==> src/rtl/refdelay_pkg.sv <==
package refdelay_pkg;
   typedef enum logic {
      SHAPE_RESIDUE = 1'b0,
      SHAPE_DITHER  = 1'b1
   } shape_mode_e;
endpackage

==> src/rtl/refdelay_phase_acc.sv <==
module refdelay_phase_acc #(
   parameter int INT_W  = 8,
   parameter int FRAC_W = 16
) (
   input  logic                    clk,
   input  logic                    rst,
   input  logic [INT_W+FRAC_W-1:0] fcw,
   output logic [INT_W+FRAC_W-1:0] phase_q,
   output logic                    carry_q
);
   localparam int PH_W = INT_W + FRAC_W;

   if (INT_W < 1 || FRAC_W < 2) begin : g_bad_width
      $error("refdelay_phase_acc: widths too small");
   end

   logic [FRAC_W:0] frac_sum;
   assign frac_sum = {1'b0, phase_q[FRAC_W-1:0]} + {1'b0, fcw[FRAC_W-1:0]};

   always_ff @(posedge clk) begin
      if (rst) begin
         phase_q <= '0;
         carry_q <= 1'b0;
      end else begin
         phase_q <= phase_q + fcw;
         carry_q <= frac_sum[FRAC_W];
      end
   end

   // the carry flags exactly those steps where the fraction wrapped
   p_carry_wrap_r3: assert property (@(posedge clk) disable iff (rst)
      !$past(rst) |-> (carry_q == (phase_q[FRAC_W-1:0] < $past(phase_q[FRAC_W-1:0]))));

   // integer part advances by the command integer plus the carry
   p_int_advance_r1: assert property (@(posedge clk) disable iff (rst)
      !$past(rst) |-> (phase_q[PH_W-1:FRAC_W] ==
         INT_W'($past(phase_q[PH_W-1:FRAC_W]) + $past(fcw[PH_W-1:FRAC_W]) + INT_W'(carry_q))));
endmodule

==> src/rtl/refdelay_scale.sv <==
module refdelay_scale #(
   parameter int FRAC_W    = 16,
   parameter int IG_INT_W  = 8,
   parameter int IG_FRAC_W = 16,
   parameter int CODE_W    = 6,
   parameter int RES_W     = 16
) (
   input  logic [FRAC_W-1:0]              frac_eff,
   input  logic [IG_INT_W+IG_FRAC_W-1:0]  inv_gain,
   output logic [CODE_W-1:0]              code_base,
   output logic [RES_W-1:0]               dfrac
);
   localparam int IG_W   = IG_INT_W + IG_FRAC_W;
   localparam int PROD_W = FRAC_W + IG_W;
   localparam int PT     = FRAC_W + IG_FRAC_W;
   localparam int SH     = PT - RES_W;
   localparam int SC_W   = IG_INT_W + RES_W;

   if (RES_W > PT || RES_W < 2 || CODE_W < 1) begin : g_bad_width
      $error("refdelay_scale: residue or code width out of range");
   end

   logic [FRAC_W-1:0] comp;
   logic [PROD_W-1:0] prod;
   logic [SC_W-1:0]   scaled;
   logic [IG_INT_W-1:0] pint;
   logic [RES_W-1:0]  raw;

   // complement of the fraction stands for one minus the fraction
   assign comp   = ~frac_eff;
   assign prod   = PROD_W'(comp) * PROD_W'(inv_gain);
   assign scaled = SC_W'(prod >> SH);
   assign pint   = scaled[SC_W-1:RES_W];
   assign raw    = scaled[RES_W-1:0];

   if (CODE_W < IG_INT_W) begin : g_sat
      logic over;
      assign over      = |pint[IG_INT_W-1:CODE_W];
      assign code_base = over ? {CODE_W{1'b1}} : pint[CODE_W-1:0];
      assign dfrac     = over ? '0 : raw;
   end else begin : g_nosat
      assign code_base = CODE_W'(pint);
      assign dfrac     = raw;
   end
endmodule

==> src/rtl/refdelay_shaper.sv <==
module refdelay_shaper
   import refdelay_pkg::*;
#(
   parameter int CODE_W = 6,
   parameter int RES_W  = 16
) (
   input  logic                    clk,
   input  logic                    rst,
   input  logic                    dither_en,
   input  logic [CODE_W-1:0]       code_base,
   input  logic [RES_W-1:0]        dfrac,
   output logic [CODE_W-1:0]       code_nx,
   output logic signed [RES_W:0]   resid_nx
);
   localparam logic [RES_W:0] HALF = (RES_W+1)'(1) << (RES_W-1);

   shape_mode_e     mode;
   logic [RES_W-1:0] sd_q;
   logic [RES_W:0]   sd_sum;
   logic             inc;

   assign mode   = shape_mode_e'(dither_en);
   assign sd_sum = {1'b0, sd_q} + {1'b0, dfrac};
   assign inc    = (mode == SHAPE_DITHER) && sd_sum[RES_W];

   always_comb begin
      if (code_base == {CODE_W{1'b1}}) code_nx = code_base;
      else                              code_nx = code_base + CODE_W'(inc);
      if (mode == SHAPE_DITHER) resid_nx = '0;
      else                      resid_nx = $signed(HALF - {1'b0, dfrac});
   end

   always_ff @(posedge clk) begin
      if (rst || mode == SHAPE_RESIDUE) sd_q <= '0;
      else                              sd_q <= sd_sum[RES_W-1:0];
   end

   // a residue-mode cycle leaves the modulator empty
   p_acc_clear_r9: assert property (@(posedge clk) disable iff (rst)
      !dither_en |=> (sd_q == '0));
endmodule

==> src/rtl/refdelay_predictor.sv <==
module refdelay_predictor #(
   parameter int INT_W     = 8,
   parameter int FRAC_W    = 16,
   parameter int IG_INT_W  = 8,
   parameter int IG_FRAC_W = 16,
   parameter int CODE_W    = 6,
   parameter int RES_W     = 16
) (
   input  logic                          clk,
   input  logic                          rst,
   input  logic [INT_W+FRAC_W-1:0]       fcw_i,
   input  logic [IG_INT_W+IG_FRAC_W-1:0] inv_gain_i,
   input  logic [FRAC_W-1:0]             pm_ofs_i,
   input  logic                          dither_en_i,
   output logic [INT_W-1:0]              ref_int_o,
   output logic [FRAC_W-1:0]             ref_frac_o,
   output logic                          carry_o,
   output logic [CODE_W-1:0]             dtc_code_o,
   output logic signed [RES_W:0]         residue_o
);
   localparam int PH_W = INT_W + FRAC_W;
   localparam logic signed [RES_W:0] HALF_S = (RES_W+1)'(1) << (RES_W-1);

   logic [PH_W-1:0]       phase_q;
   logic                  carry_q;
   logic [FRAC_W-1:0]     frac_eff;
   logic [CODE_W-1:0]     code_base;
   logic [RES_W-1:0]      dfrac;
   logic [CODE_W-1:0]     code_nx;
   logic signed [RES_W:0] resid_nx;

   refdelay_phase_acc #(.INT_W(INT_W), .FRAC_W(FRAC_W)) u_acc (
      .clk     (clk),
      .rst     (rst),
      .fcw     (fcw_i),
      .phase_q (phase_q),
      .carry_q (carry_q)
   );

   // the modulation offset touches only the fraction and wraps
   assign frac_eff = phase_q[FRAC_W-1:0] + pm_ofs_i;

   refdelay_scale #(
      .FRAC_W(FRAC_W), .IG_INT_W(IG_INT_W), .IG_FRAC_W(IG_FRAC_W),
      .CODE_W(CODE_W), .RES_W(RES_W)
   ) u_scale (
      .frac_eff  (frac_eff),
      .inv_gain  (inv_gain_i),
      .code_base (code_base),
      .dfrac     (dfrac)
   );

   refdelay_shaper #(.CODE_W(CODE_W), .RES_W(RES_W)) u_shape (
      .clk       (clk),
      .rst       (rst),
      .dither_en (dither_en_i),
      .code_base (code_base),
      .dfrac     (dfrac),
      .code_nx   (code_nx),
      .resid_nx  (resid_nx)
   );

   always_ff @(posedge clk) begin
      if (rst) begin
         ref_int_o  <= '0;
         ref_frac_o <= '0;
         carry_o    <= 1'b0;
         dtc_code_o <= '0;
         residue_o  <= '0;
      end else begin
         ref_int_o  <= phase_q[PH_W-1:FRAC_W];
         ref_frac_o <= frac_eff;
         carry_o    <= carry_q;
         dtc_code_o <= code_nx;
         residue_o  <= resid_nx;
      end
   end

   // dithered cycles hand on no residue
   p_res_zero_dither_r8: assert property (@(posedge clk) disable iff (rst)
      dither_en_i |=> (residue_o == '0));

   // the residue stays within half a code step
   p_res_range_r7: assert property (@(posedge clk) disable iff (rst)
      (!$past(rst) && !$past(dither_en_i)) |-> ((residue_o <= HALF_S) && (residue_o > -HALF_S)));
endmodule

==> config.mk <==
export PLATFORM = sky130hd
export DESIGN_NAME = refdelay_predictor
export DESIGN_NICKNAME = d
export VERILOG_FILES = /design/src/rtl/refdelay_pkg.sv /design/src/rtl/refdelay_phase_acc.sv /design/src/rtl/refdelay_scale.sv /design/src/rtl/refdelay_shaper.sv /design/src/rtl/refdelay_predictor.sv
export SDC_FILE = /design/constraint.sdc
export NUM_CORES = 1
export LEC_CHECK = 0
export BUFFER_PORTS_ARGS = -buffer_cell sky130_fd_sc_hd__buf_2
export CAP_MARGIN = 40
export CORE_MARGIN = 2
export CORE_UTILIZATION = 59
export CTS_CLUSTER_DIAMETER = 50
export CTS_CLUSTER_SIZE = 24
export DETAILED_ROUTE_END_ITERATION = 16
export HOLD_SLACK_MARGIN = 0.12
export PLACE_DENSITY_LB_ADDON = 0.05
export SLEW_MARGIN = 20
export SYNTH_ARGS = -nofsm -noshare
export SYNTH_HDL_FRONTEND = slang
export SYNTH_HIERARCHICAL = 1
export SYNTH_SLANG_ARGS = --single-unit
==> constraint.sdc <==
create_clock -name clk -period 14.64 [get_ports clk]
set_clock_uncertainty 0.2 [all_clocks]
set_input_delay 0.732 -clock clk [delete_from_list [all_inputs] [get_ports clk]]
set_output_delay 0.732 -clock clk [all_outputs]
set_load 0.01 [all_outputs]
# Word level (Yosys, flattened, before mapping)
# Cells that the tools add are included.
[classes] n_reduce_logical=4 eq_ne=1 n_bitwise=2 add_sub_neg=6 mul=1 n_mux=3
[ops] operator="multiplier 16 x 24 -> 40 bit" n=1
[ops] operator="adder 16 x 16 -> 17 bit" n=2
[ops] operator="adder 24 bit" n=1
[ops] operator="subtractor 16 x 16 -> 17 bit (first input constant)" n=1
[ops] operator="adder 16 bit" n=1
[ops] operator="two-way mux 16 bit" n=1
[ops] operator="NOT 16 bit" n=1
[ops] operator="two-way mux 6 bit" n=2
[ops] operator="adder 6 x 1 -> 6 bit" n=1
[ops] operator="== test 6 bit (second input constant)" n=1
[ops] operator="OR reduction 2 bit" n=2
[ops] operator="logical AND 1 bit" n=1
[ops] operator="logical OR 1 bit" n=1
[ops] operator="NOT 1 bit" n=1
[word_totals] output_inout_bits=48 regBits=89 input_bits=67 wordCells=25

# Depth between registers and ports, before layout
# Gate-level depths: netlist of run 1.
[logic_depth] ltp_word=9 depth_mapped=44 ltp_nobuf=42

# Modules after synthesis
# Netlist of run 1, hierarchy kept.
[by_module_without_submodules] mod="refdelay_scale" seq_area_each_um2=0.0 cells_per_inst=1439 n_inst=1 area_per_inst_um2=12894.9
[by_module_without_submodules] mod="refdelay_predictor" seq_area_each_um2=960.9 cells_per_inst=206 n_inst=1 area_per_inst_um2=2103.3
[by_module_without_submodules] mod="refdelay_phase_acc" seq_area_each_um2=500.5 cells_per_inst=220 n_inst=1 area_per_inst_um2=1813.0
[by_module_without_submodules] mod="refdelay_shaper" seq_area_each_um2=320.3 cells_per_inst=219 n_inst=1 area_per_inst_um2=1691.6

# Worst setup path after synthesis of run 1
# No wires, ideal clock.
[synth_path] kind="input -> register" start="in pm_ofs_i[0]" end="reg dtc_code_o[4]" required_time_ns=14.312 arrival_time_ns=10.425 setup_time_ns=0.128 stages=41 n_path_buf=1 slack_ns=3.887 path_cell_list="ha_1 fa_1 a21o_1 a221o_1 nand2_2 mux2_2 nor2_1 clkbuf_1 nor2b_1 fa_1 inv_1 fa_1 fa_1 fa_1 inv_1 fa_1 inv_1 fa_1 [5 not listed] a211o_1 a31oi_2 o21a_1 o211a_4 nor3_1 ha_1 fa_1 a211oi_1 o21ai_1 a211o_1 a221oi_1 o21ai_1 ha_1 ha_1 nand3_1 xor2_1 nand2_1 nor2b_1"
[synth_between] elab_chain_cells=9 elab_cells_between_ends=11
[synth_lines] element="start: declaration" line="refdelay_predictor.sv:13" rtl="input logic [FRAC_W-1:0] pm_ofs_i,"
[synth_lines] element="adder 16 bit (*)" line="refdelay_predictor.sv:41" rtl="assign frac_eff = phase_q[FRAC_W-1:0] + pm_ofs_i;"
[synth_lines] element="net frac_eff[10]" line="refdelay_predictor.sv:26" rtl="logic [FRAC_W-1:0] frac_eff;"
[synth_lines] element="NOT 16 bit (*)" line="refdelay_scale.sv:30" rtl="assign comp = ~frac_eff;"
[synth_lines] element="multiplier 16 x 24 -> 40 bit (*)" line="refdelay_scale.sv:31" rtl="assign prod = PROD_W'(comp) * PROD_W'(inv_gain);"
[synth_lines] element="OR reduction 2 bit" line="refdelay_scale.sv:38" rtl="assign over = |pint[IG_INT_W-1:CODE_W];"
[synth_lines] element="two-way mux 16 bit (*)" line="refdelay_scale.sv:40" rtl="assign dfrac = over ? '0 : raw;"
[synth_lines] element="net dfrac[0]" line="refdelay_predictor.sv:28" rtl="logic [RES_W-1:0] dfrac;"
[synth_lines] element="adder 16 x 16 -> 17 bit (*)" line="refdelay_shaper.sv:23" rtl="assign sd_sum = {1'b0, sd_q} + {1'b0, dfrac};"
[synth_lines] element="logical AND 1 bit (*)" line="refdelay_shaper.sv:24" rtl="assign inc = (mode == SHAPE_DITHER) && sd_sum[RES_W];"
[synth_lines] element="adder 6 x 1 -> 6 bit (*)" line="refdelay_shaper.sv:28" rtl="else code_nx = code_base + CODE_W'(inc);"
[synth_lines] element="two-way mux 6 bit (*)" line="refdelay_shaper.sv:27" rtl="if (code_base == {CODE_W{1'b1}}) code_nx = code_base;"
[synth_lines] element="net code_nx[4]" line="refdelay_predictor.sv:29" rtl="logic [CODE_W-1:0] code_nx;"
[synth_lines] element="end signal: assignment" line="refdelay_predictor.sv:74" rtl="dtc_code_o <= code_nx;"
[synth_lines] element="end: declaration" line="refdelay_predictor.sv:18" rtl="output logic [CODE_W-1:0] dtc_code_o,"
# The timed path passes the listed nets; every way through them passes the cells marked *.
# A chain may end at the register's enable or synchronous reset.

# Final worst setup path of run 1
# Same ends and word-level chain as after synthesis.

==> results of run 1 <==
-- kinds of logic (layout without fill, tap and decap cells) --
kind of cell / after synthesis / count (layout) / synth area share, %
adder cells (fa/ha/maj): 474 / 474 / 44.55
multiplexers: 14 / 14 / 0.8385
AO/OA/AOI/OAI: 251 / 251 / 9.109
buffers and inverters: 447 / 517 / 9.203
AND/OR/NAND/NOR: 732 / 732 / 22.98
flip-flops: 89 / 89 / 9.629
XOR/XNOR: 77 / 77 / 3.685
other: 0 / 1 / 0
-- flip-flops by register name, summed over array words and instances, names as in the netlist --
register	count
u_shape/sd_q	16
dtc_code_o	6
residue_o	17
u_acc/carry_q	1
carry_o	1
u_acc/phase_q	24
ref_frac_o	16
ref_int_o	8
-- area by class of cell --
| class | instances | area [µm²] | area share [%] |
|---|---|---|---|
| inverters | 366 | 1374 | 6.943 |
| well taps | 396 | 495.5 | 2.504 |
| repair buffers | 135 | 762.0 | 3.851 |
| multi-input cells | 1548 | 15090 | 76.26 |
| diodes | 1 | 2.502 | 0.01265 |
| clock buffers | 11 | 242.7 | 1.227 |
| flip-flops and latches | 89 | 1782 | 9.004 |
| clock inverters | 5 | 40.04 | 0.2023 |
-- through the flow --
| step | utilization [%] | hold WS [ns] | cell area [µm²] | setup WS, ns | instances |
|---|---|---|---|---|---|
| final | 64.35 | 0.2554 | 19790 | 2.997 | 2551 |
| after global routing | 64.34 | 0.2638 | 19790 | 2.401 | 2550 |
| after CTS | 64.18 | 0.2549 | 19740 | 2.757 | 2547 |
| after detailed placement | 63.26 | 0.2297 | 19450 | 2.448 | 2531 |
| after global placement | 63.17 | 0.2579 | 19420 | 2.611 | 2528 |
| after floorplan | - | 0.2138 | 18500 | 3.887 | 2084 |
-- synth_stat cells (all sizes together), types with 11 or more instances --
library cell	instances
inv	366
fa	308
nand2b	241
nor2b	206
ha	166
nor2	92
dfxtp	89
a21oi	82
clkbuf	76
nand2	72
o21ai	52
xnor2	41
nor3	36
xor2	36
a21o	22
nand3	20
o211ai	13
mux2	12
nand4	12
a31oi	11
and2	11
and3	11
-- cell usage in the layout, fill, tap and decap left out, types with 8 or more instances in the layout --
cell,n
xor2_1,34
o21bai_1,10
o21ai_1,11
buf_2,114
clkbuf_16,9
and3_1,11
o21ai_0,40
a211oi_1,8
xnor2_1,34
mux2_1,8
nor3_2,12
nor2_1,92
a21o_1,22
nand2b_1,241
a31oi_1,10
ha_1,166
o211ai_1,13
fa_1,308
nand2_1,70
dfxtp_1,89
nand3_1,20
buf_4,15
inv_1,366
nand4_1,12
a21oi_1,76
o21a_1,8
nor2b_1,206
nor4_1,9
nor3_1,24
and2_1,10
-- per-layer routing --
layer | vias to the layer above | GRT usage, % | wire length [µm]
li1 | 6648 | - | -
met1 | 7074 | 39.38 | 20070
met2 | 365 | 50.07 | 22490
met3 | 63 | 5.362 | 2541
met4 | 6 | 6.439 | 769
met5 | - | 0 | 38
-- critical path: cells and delay by family --
family,cells,cell delay [ns]
compound gates,13,3.39
xor+xnor,2,0.85
fa+ha+maj,13,5.07
buf+inv,6,0.63
simple gates,8,0.99
-- final timing paths --
path | endpoint | start | cells past startpoint | slack [ns]
min reg2reg | carry_o | u_acc/carry_q | 1 | 0.26
max | dtc_code_o[4] | pm_ofs_i[0] | 42 | 3.00
min | carry_o | u_acc/carry_q | 1 | 0.26
max reg2reg | dtc_code_o[4] | u_acc/phase_q[0] | 41 | 3.16
==> flow_summary.json, run 1 <==
{
  "vias_per_cell": 5.549,
  "start_util_pct": 60.17,
  "max_stage_delay_ns": 0.70,
  "cts-buffers-inserted": 9,
  "status": "finished, final reports clean",
  "grt_setup_unrepaired": "no",
  "hold_viol_final": 0,
  "crit_top_cell": "fa_1",
  "drv_cap": 0,
  "gr-usage-all-layers_pct": 29.44,
  "gp_congestion": 0.8846,
  "cts_tree": "built",
  "holdBufCountCts": 0,
  "cp.required_ns": 14.67,
  "root_buffer": "clkbuf_16",
  "yosys_register_bits": 89,
  "synthArstFlopShare_pct": 0,
  "die-area_um2": 32790,
  "critPathLaunchType": "primary input",
  "finalCritPeriodShare_pct": 79.53,
  "synthCells": 2084,
  "firstDrtPassIters": 5,
  "nets": 2690,
  "io_buffer_count": 114,
  "ys_types": 73,
  "slew_viol_final": 0,
  "timing.final.crit_period_ns": 11.64,
  "synth-seq-area-share_pct": 9.629,
  "grt_max_degree": 87,
  "yosys_warnings": 6,
  "grt-ovfl-total": 0,
  "drt-total-wl_um": 45910,
  "finalSetupViolCount": 0,
  "fin_tns_setup_ns": 0,
  "clk_latency_ns": 0.35,
  "netlist_area_um2": 18500,
  "die_y_um": 181.1,
  "ant_nets": 0,
  "slowest_stage": "xor2_2",
  "layout-drive-gt1-share_pct": 9.378,
  "htreeDepth": 3,
  "synthTopCellsByArea": "fa_1 33%, ha_1 11%, dfxtp_1 9.6%",
  "syn_to_final_growth_pct": 6.945,
  "synth_nets": 2625,
  "grt_pass1_wl_um": 77030,
  "cts_setup_buffers": 0,
  "wl_per_cell_um": 18.00,
  "slew_headroom_pct": 42.94,
  "crit_arrival_ns": 11.67,
  "hold_class": "reg2reg",
  "antenna_found_initial": 4,
  "remaining_drc_errors": 0,
  "routed-via-count": 14160,
  "ctsLongestPathBuffers": 2,
  "grt_pass1_vias": 15100,
  "critPathMaxFanout": 16,
  "ioPinCount": 115,
  "synth_largest_area_cell": "fa_1",
  "clk_pin_slew_ns": 0.07,
  "clock.fmax_mhz": 85.89,
  "fillers": 2698,
  "synth_edf_count": 0,
  "die_w_um": 181.1,
  "post_cts_resize_count": 0,
  "drt_iter0_markers": 703,
  "worstMarginPinSlew_ns": 0.8553,
  "yosys_most_used_dff": "dfxtp_1",
  "worstSetupPathType": "in2reg",
  "avgSynthCellArea_um2": 8.878,
  "synth_top_area_share_pct": 33.32,
  "clkSinkCount": 89,
  "crit_path_end_kind": "register",
  "place_hpwl_um": 35220,
  "core_area_um2": 30750,
  "core.rowCount": 64
}
Power of run 1 is left out: the tool's default activity adds up to more than one toggle a clock period on the data nets, which glitch-free logic cannot reach.
==> run 2, diff against run 1 <==
==> constraint.sdc (replaced) <==
create_clock -name clk -period 11.33 [get_ports clk]
set_clock_uncertainty 0.2 [all_clocks]
set_input_delay 0.5665 -clock clk [delete_from_list [all_inputs] [get_ports clk]]
set_output_delay 0.5665 -clock clk [all_outputs]
set_load 0.01 [all_outputs]
==> flow_summary.json, run 2 (synthesized netlist as in run 1, its figures left out) <==
{
  "most-common-layout-cells": "366 x inv_1, 307 x fa_1, 241 x nand2b_1",
  "slew_headroom_pct": 46.42,
  "finalCritPeriodShare_pct": 95.10,
  "critPathMaxFanout": 12,
  "start_util_pct": 60.17,
  "nets": 2727,
  "core_area_um2": 30750,
  "finalSetupViolCount": 0,
  "grt_pass1_vias": 14840,
  "die_y_um": 181.1,
  "ioPinCount": 115,
  "die-area_um2": 32790,
  "ant_nets": 0,
  "grt-ovfl-total": 0,
  "hp-start": "u_acc/carry_q",
  "die_w_um": 181.1,
  "ctsLongestPathBuffers": 2,
  "wl_per_cell_um": 17.86,
  "clkSinkCount": 89,
  "cts-buffers-inserted": 9,
  "io_buffer_count": 114,
  "utilization_pct": 65.79,
  "antenna_found_initial": 5,
  "top_regs": "u_acc/phase_q: 24 flops, residue_o: 17 flops",
  "fin_tns_setup_ns": 0,
  "slew_viol_final": 0,
  "worstMarginPinSlew_ns": 0.7998,
  "firstDrtPassIters": 5,
  "holdWs_ns": 0.2553,
  "timing.final.crit_period_ns": 10.77,
  "r2r-end": "dtc_code_o[4]",
  "r2r_slack_ns": 0.56,
  "drt-total-wl_um": 46270,
  "largest-register": "u_acc/phase_q",
  "place_hpwl_um": 36180,
  "cp.required_ns": 11.35,
  "crit_arrival_ns": 10.79,
  "max_stage_delay_ns": 0.56,
  "largest_reg_flops": 24,
  "syn_to_final_growth_pct": 9.332,
  "core.rowCount": 64,
  "holdPathStages": 1,
  "final_area_um2": 20230,
  "gr-usage-all-layers_pct": 29.43,
  "hold_viol_final": 0,
  "fillers": 2668,
  "crit_top_cell": "fa_1",
  "layout-drive-gt1-share_pct": 11.32,
  "hold_class": "reg2reg",
  "drv_cap": 0,
  "dpl-instance-area_um2": 19700,
  "clk_latency_ns": 0.34,
  "grt_pass1_wl_um": 77140,
  "status": "finished, final reports clean",
  "holdBufCountCts": 0,
  "routed-via-count": 14190,
  "gp_congestion": 0.9004,
  "clock.fmax_mhz": 92.81,
  "clk_pin_slew_ns": 0.06,
  "vias_per_cell": 5.479,
  "root_buffer": "clkbuf_16",
  "holdPathEnd": "carry_o",
  "drt_iter0_markers": 696,
  "slowest_stage": "fa_1",
  "crit_path_end_kind": "register",
  "grt_max_degree": 87,
  "cts_tree": "built",
  "worstSetupPathType": "reg2reg",
  "timing.rr.start": "u_acc/phase_q[0]",
  "remaining_drc_errors": 0,
  "critPathLaunchType": "register",
  "rr_worst_depth": 43,
  "htreeDepth": 3,
  "final_common_cell": "inv_1"
}
run 2: cell types whose count changed in the layout (fill, tap and decap cells not counted), sizes merged, moves of 2 or more:
cell and change:
clkbuf +2, diode +2, buf +37, clkinvlp -2
run 2: metal layers:
layer | up-vias | global-route usage [%] | share of wire (%)
met5 | - | 0 | 0.052
met4 | 6 | 6.407 | 1.9
met3 | 60 | 5.463 | 6.1
met2 | 403 | 48.34 | 47
met1 | 6985 | 40.80 | 45
li1 | 6736 | - | -
run 2: worst max-delay path, delay by kind of cell (launching register included):
kind / cells / cell delay, ns
adders and majority gates: 13 / 5.17
AOI/OAI and AO/OA: 13 / 2.93
buffers and inverters: 7 / 0.76
and+or+nand+nor: 8 / 0.72
muxes: 1 / 0.37
DFF: 1 / 0.33
xor gates and xnor gates: 1 / 0.15
run 2: worst max path at each step:
stage / from / end / slack (ns) / depth (start not counted)
2_1_floorplan: pm_ofs_i[0] / dtc_code_o[4] / 0.74 / 41
3_3_place_gp: pm_ofs_i[0] / dtc_code_o[4] / -0.23 / 43
3_5_place_dp: pm_ofs_i[0] / dtc_code_o[4] / -0.18 / 43
4_1_cts: u_acc/phase_q[0] / dtc_code_o[4] / 0.13 / 43
5_1_grt: u_acc/phase_q[0] / dtc_code_o[4] / -0.001 / 43
6_report: u_acc/phase_q[0] / dtc_code_o[4] / 0.56 / 43
run 2: timing repair:
| action | in CTS | in global routing |
|---|---|---|
| hold endpoints to repair | 0 | 0 |
| setup buffers | 0 | 7 |
| endpoints found under the setup margin | 0 | 6 |
| resized for setup | 0 | 14 |
run 2: cell type report:
cell class                 count  area (µm²)  area share, %
clock buffer                  12       256.5          1.268
clock inverter                 4       51.30         0.2536
timing repair buffer         172        1097          5.424
inverter                     366        1374          6.791
sequential                    89        1782          8.808
tap                          396       495.5          2.449
multi-input combinational   1548       15170          74.97
antenna                        3       7.507        0.03711
run 2: through the flow:
stage	setup WS, ns	cells
finish	0.5553	2590
global placement	-0.2278	2557
global route	-0.001326	2588
detailed placement	-0.1764	2560
floorplan	0.7428	2084
CTS	0.1256	2576
Power of run 2 is left out for the same reason.
==> run 3, diff against run 2 <==
--- a/config.mk
+++ b/config.mk
@@ -5,8 +5,9 @@
 export SDC_FILE = /design/constraint.sdc
 export NUM_CORES = 1
 export LEC_CHECK = 0
+export ABC_AREA = 1
 export BUFFER_PORTS_ARGS = -buffer_cell sky130_fd_sc_hd__buf_2
-export CAP_MARGIN = 40
+export CAP_MARGIN = 20
 export CORE_MARGIN = 2
 export CORE_UTILIZATION = 59
 export CTS_CLUSTER_DIAMETER = 50
==> flow_summary.json, run 3 <==
{
  "top_regs": "u_acc/phase_q: 24 flops, residue_o: 17 flops",
  "die-area_um2": 33890,
  "finalSetupViolCount": 0,
  "critPathLaunchType": "primary input",
  "synth_top_area_share_pct": 32.22,
  "fin_tns_setup_ns": 0,
  "clkSinkCount": 89,
  "ctsLongestPathBuffers": 2,
  "holdPathStages": 2,
  "use_met3_pct": 6.557,
  "drt-total-wl_um": 53920,
  "htreeDepth": 3,
  "cts_setup_buffers": 0,
  "crit_path_end_kind": "register",
  "die_y_um": 184.1,
  "holdWs_ns": 0.2160,
  "largest-register": "u_acc/phase_q",
  "synthArstFlopShare_pct": 0,
  "ys_types": 49,
  "core.rowCount": 65,
  "drv_cap": 0,
  "yosys-top-cells-count": "722 x nand2_1, 679 x inv_1, 348 x nor2_1",
  "grt-ovfl-total": 0,
  "final_common_cell": "nand2_1",
  "start_util_pct": 60.33,
  "yosys_most_used_dff": "dfxtp_1",
  "timing.final.crit_period_ns": 10.22,
  "synth_nets": 3290,
  "cts-buffers-inserted": 9,
  "busiest_layer": "met2",
  "status": "finished, final reports clean",
  "nets": 3362,
  "routed-via-count": 16940,
  "place_hpwl_um": 45630,
  "slew_headroom_pct": 33.98,
  "synthTopCellsByArea": "fa_1 32%, nand2_1 14%, inv_1 13%",
  "core_area_um2": 31720,
  "critical_path.top_delay_family": "adder cells",
  "largest_reg_flops": 24,
  "worstMarginPinSlew_ns": 0.9892,
  "remaining_drc_errors": 0,
  "crit_arrival_ns": 10.31,
  "grt_pass1_wl_um": 88380,
  "clk_latency_ns": 0.36,
  "hold_class": "reg2reg",
  "grt_max_degree": 56,
  "yosys_register_bits": 89,
  "critPathMaxFanout": 22,
  "finalCritPeriodShare_pct": 90.22,
  "max_stage_delay_ns": 0.68,
  "fillers": 2933,
  "synthCells": 2749,
  "synth-seq-area-share_pct": 9.311,
  "drt_iter0_markers": 1150,
  "slew_viol_final": 0,
  "netlist_area_um2": 19130,
  "place_inst": 3212,
  "yosys_warnings": 6,
  "wl_per_cell_um": 16.70,
  "antenna_found_initial": 3,
  "most-common-layout-cells": "722 x nand2_1, 679 x inv_1, 348 x nor2_1",
  "utilization_pct": 64.11,
  "grt_setup_unrepaired": "no",
  "syn_to_final_growth_pct": 6.271,
  "rr_worst_depth": 45,
  "die_w_um": 184.1,
  "r2r-end": "dtc_code_o[5]",
  "gr-usage-all-layers_pct": 33.69,
  "ioPinCount": 115,
  "firstDrtPassIters": 6,
  "avgSynthCellArea_um2": 6.961,
  "cp.required_ns": 11.42,
  "r2r_slack_ns": 1.11,
  "layout-drive-gt1-share_pct": 7.289,
  "timing.rr.start": "u_acc/phase_q[0]",
  "grt_pass1_vias": 17020,
  "synth_edf_count": 0,
  "root_buffer": "clkbuf_16",
  "met1_usage_pct": 44.04,
  "met2_usage_pct": 55.82,
  "slowest_stage": "inv_1",
  "holdBufCountCts": 0,
  "cts_tree": "built",
  "synth_largest_area_cell": "fa_1",
  "crit_buf_inv": 7,
  "vias_per_cell": 5.245,
  "io_buffer_count": 114,
  "clk_pin_slew_ns": 0.07,
  "gp_congestion": 0.9599,
  "clock.fmax_mhz": 97.83,
  "hp-start": "u_acc/carry_q",
  "yosysMostFrequentCell": "nand2_1",
  "post_cts_resize_count": 0,
  "hold_viol_final": 0,
  "layoutNonFillerInstCount": 3229,
  "holdPathEnd": "carry_o",
  "ant_nets": 0,
  "worstSetupPathType": "in2reg"
}
[run 3: changes by cell type after synthesis, moves of 22 or more]
cell / delta
clkbuf_1: -23
inv_1: +313
nand2_1: +652
nand2b_1: -241
nand3_1: +42
nor2_1: +256
nor2b_1: -206
xnor2_1: -22
xor2_1: -27
[run 3: worst min-delay path, stage by stage (launching register included)]
cell	delay [ns]
dfxtp_1	0.30
inv_1	0.05
nor2_1	0.03
[run 3: through the flow]
| stage | cell area [µm²] | setup slack (ns) |
|---|---|---|
| floorplan | 19130 | 2.234 |
| global placement | 20030 | 1.029 |
| detailed placement | 20030 | 0.8564 |
| CTS | 20330 | 1.199 |
| global route | 20330 | 0.4478 |
| finish | 20330 | 1.108 |
[run 3: how the worst max path moves through the flow]
stage                                 from            end  slack (ns)  cells past startpoint
final                          pm_ofs_i[0]  dtc_code_o[5]        1.11                     46
after global routing      u_acc/phase_q[0]  dtc_code_o[5]        0.45                     49
after CTS                 u_acc/phase_q[0]  dtc_code_o[5]        1.20                     45
after detailed placement       pm_ofs_i[0]  dtc_code_o[5]        0.86                     46
after global placement         pm_ofs_i[0]  dtc_code_o[5]        1.03                     46
after floorplan                pm_ofs_i[0]  dtc_code_o[4]        2.23                     50
[run 3: cell families after synthesis]
family	count (synthesis)	synth area share (%)
AO/OA/AOI/OAI	148	4.218
buffers and inverters	754	14.90
adder cells (fa/ha/maj)	474	43.08
flip-flops	89	9.311
XOR/XNOR	28	1.321
AND/OR/NAND/NOR	1256	27.18
[run 3: layer usage]
metal  part of all wire (%)  wire [µm]
met1                     42      22620
met2                     46      25040
met3                    7.9       4246
met4                    3.7       1984
met5                  0.039         21
[run 3: area by class of cell]
class | count | area (µm²) | share of cell area, %
Antenna cell | 1 | 2.502 | 0.01231
Clock buffer | 10 | 239.0 | 1.175
Clock inverter | 6 | 66.31 | 0.3261
Inverter | 691 | 2594 | 12.76
Multi-Input combinational cell | 1906 | 14500 | 71.32
Sequential cell | 89 | 1782 | 8.762
Tap cell | 402 | 503.0 | 2.474
Timing Repair Buffer | 124 | 645.6 | 3.175
Power of run 3 is left out for the same reason.
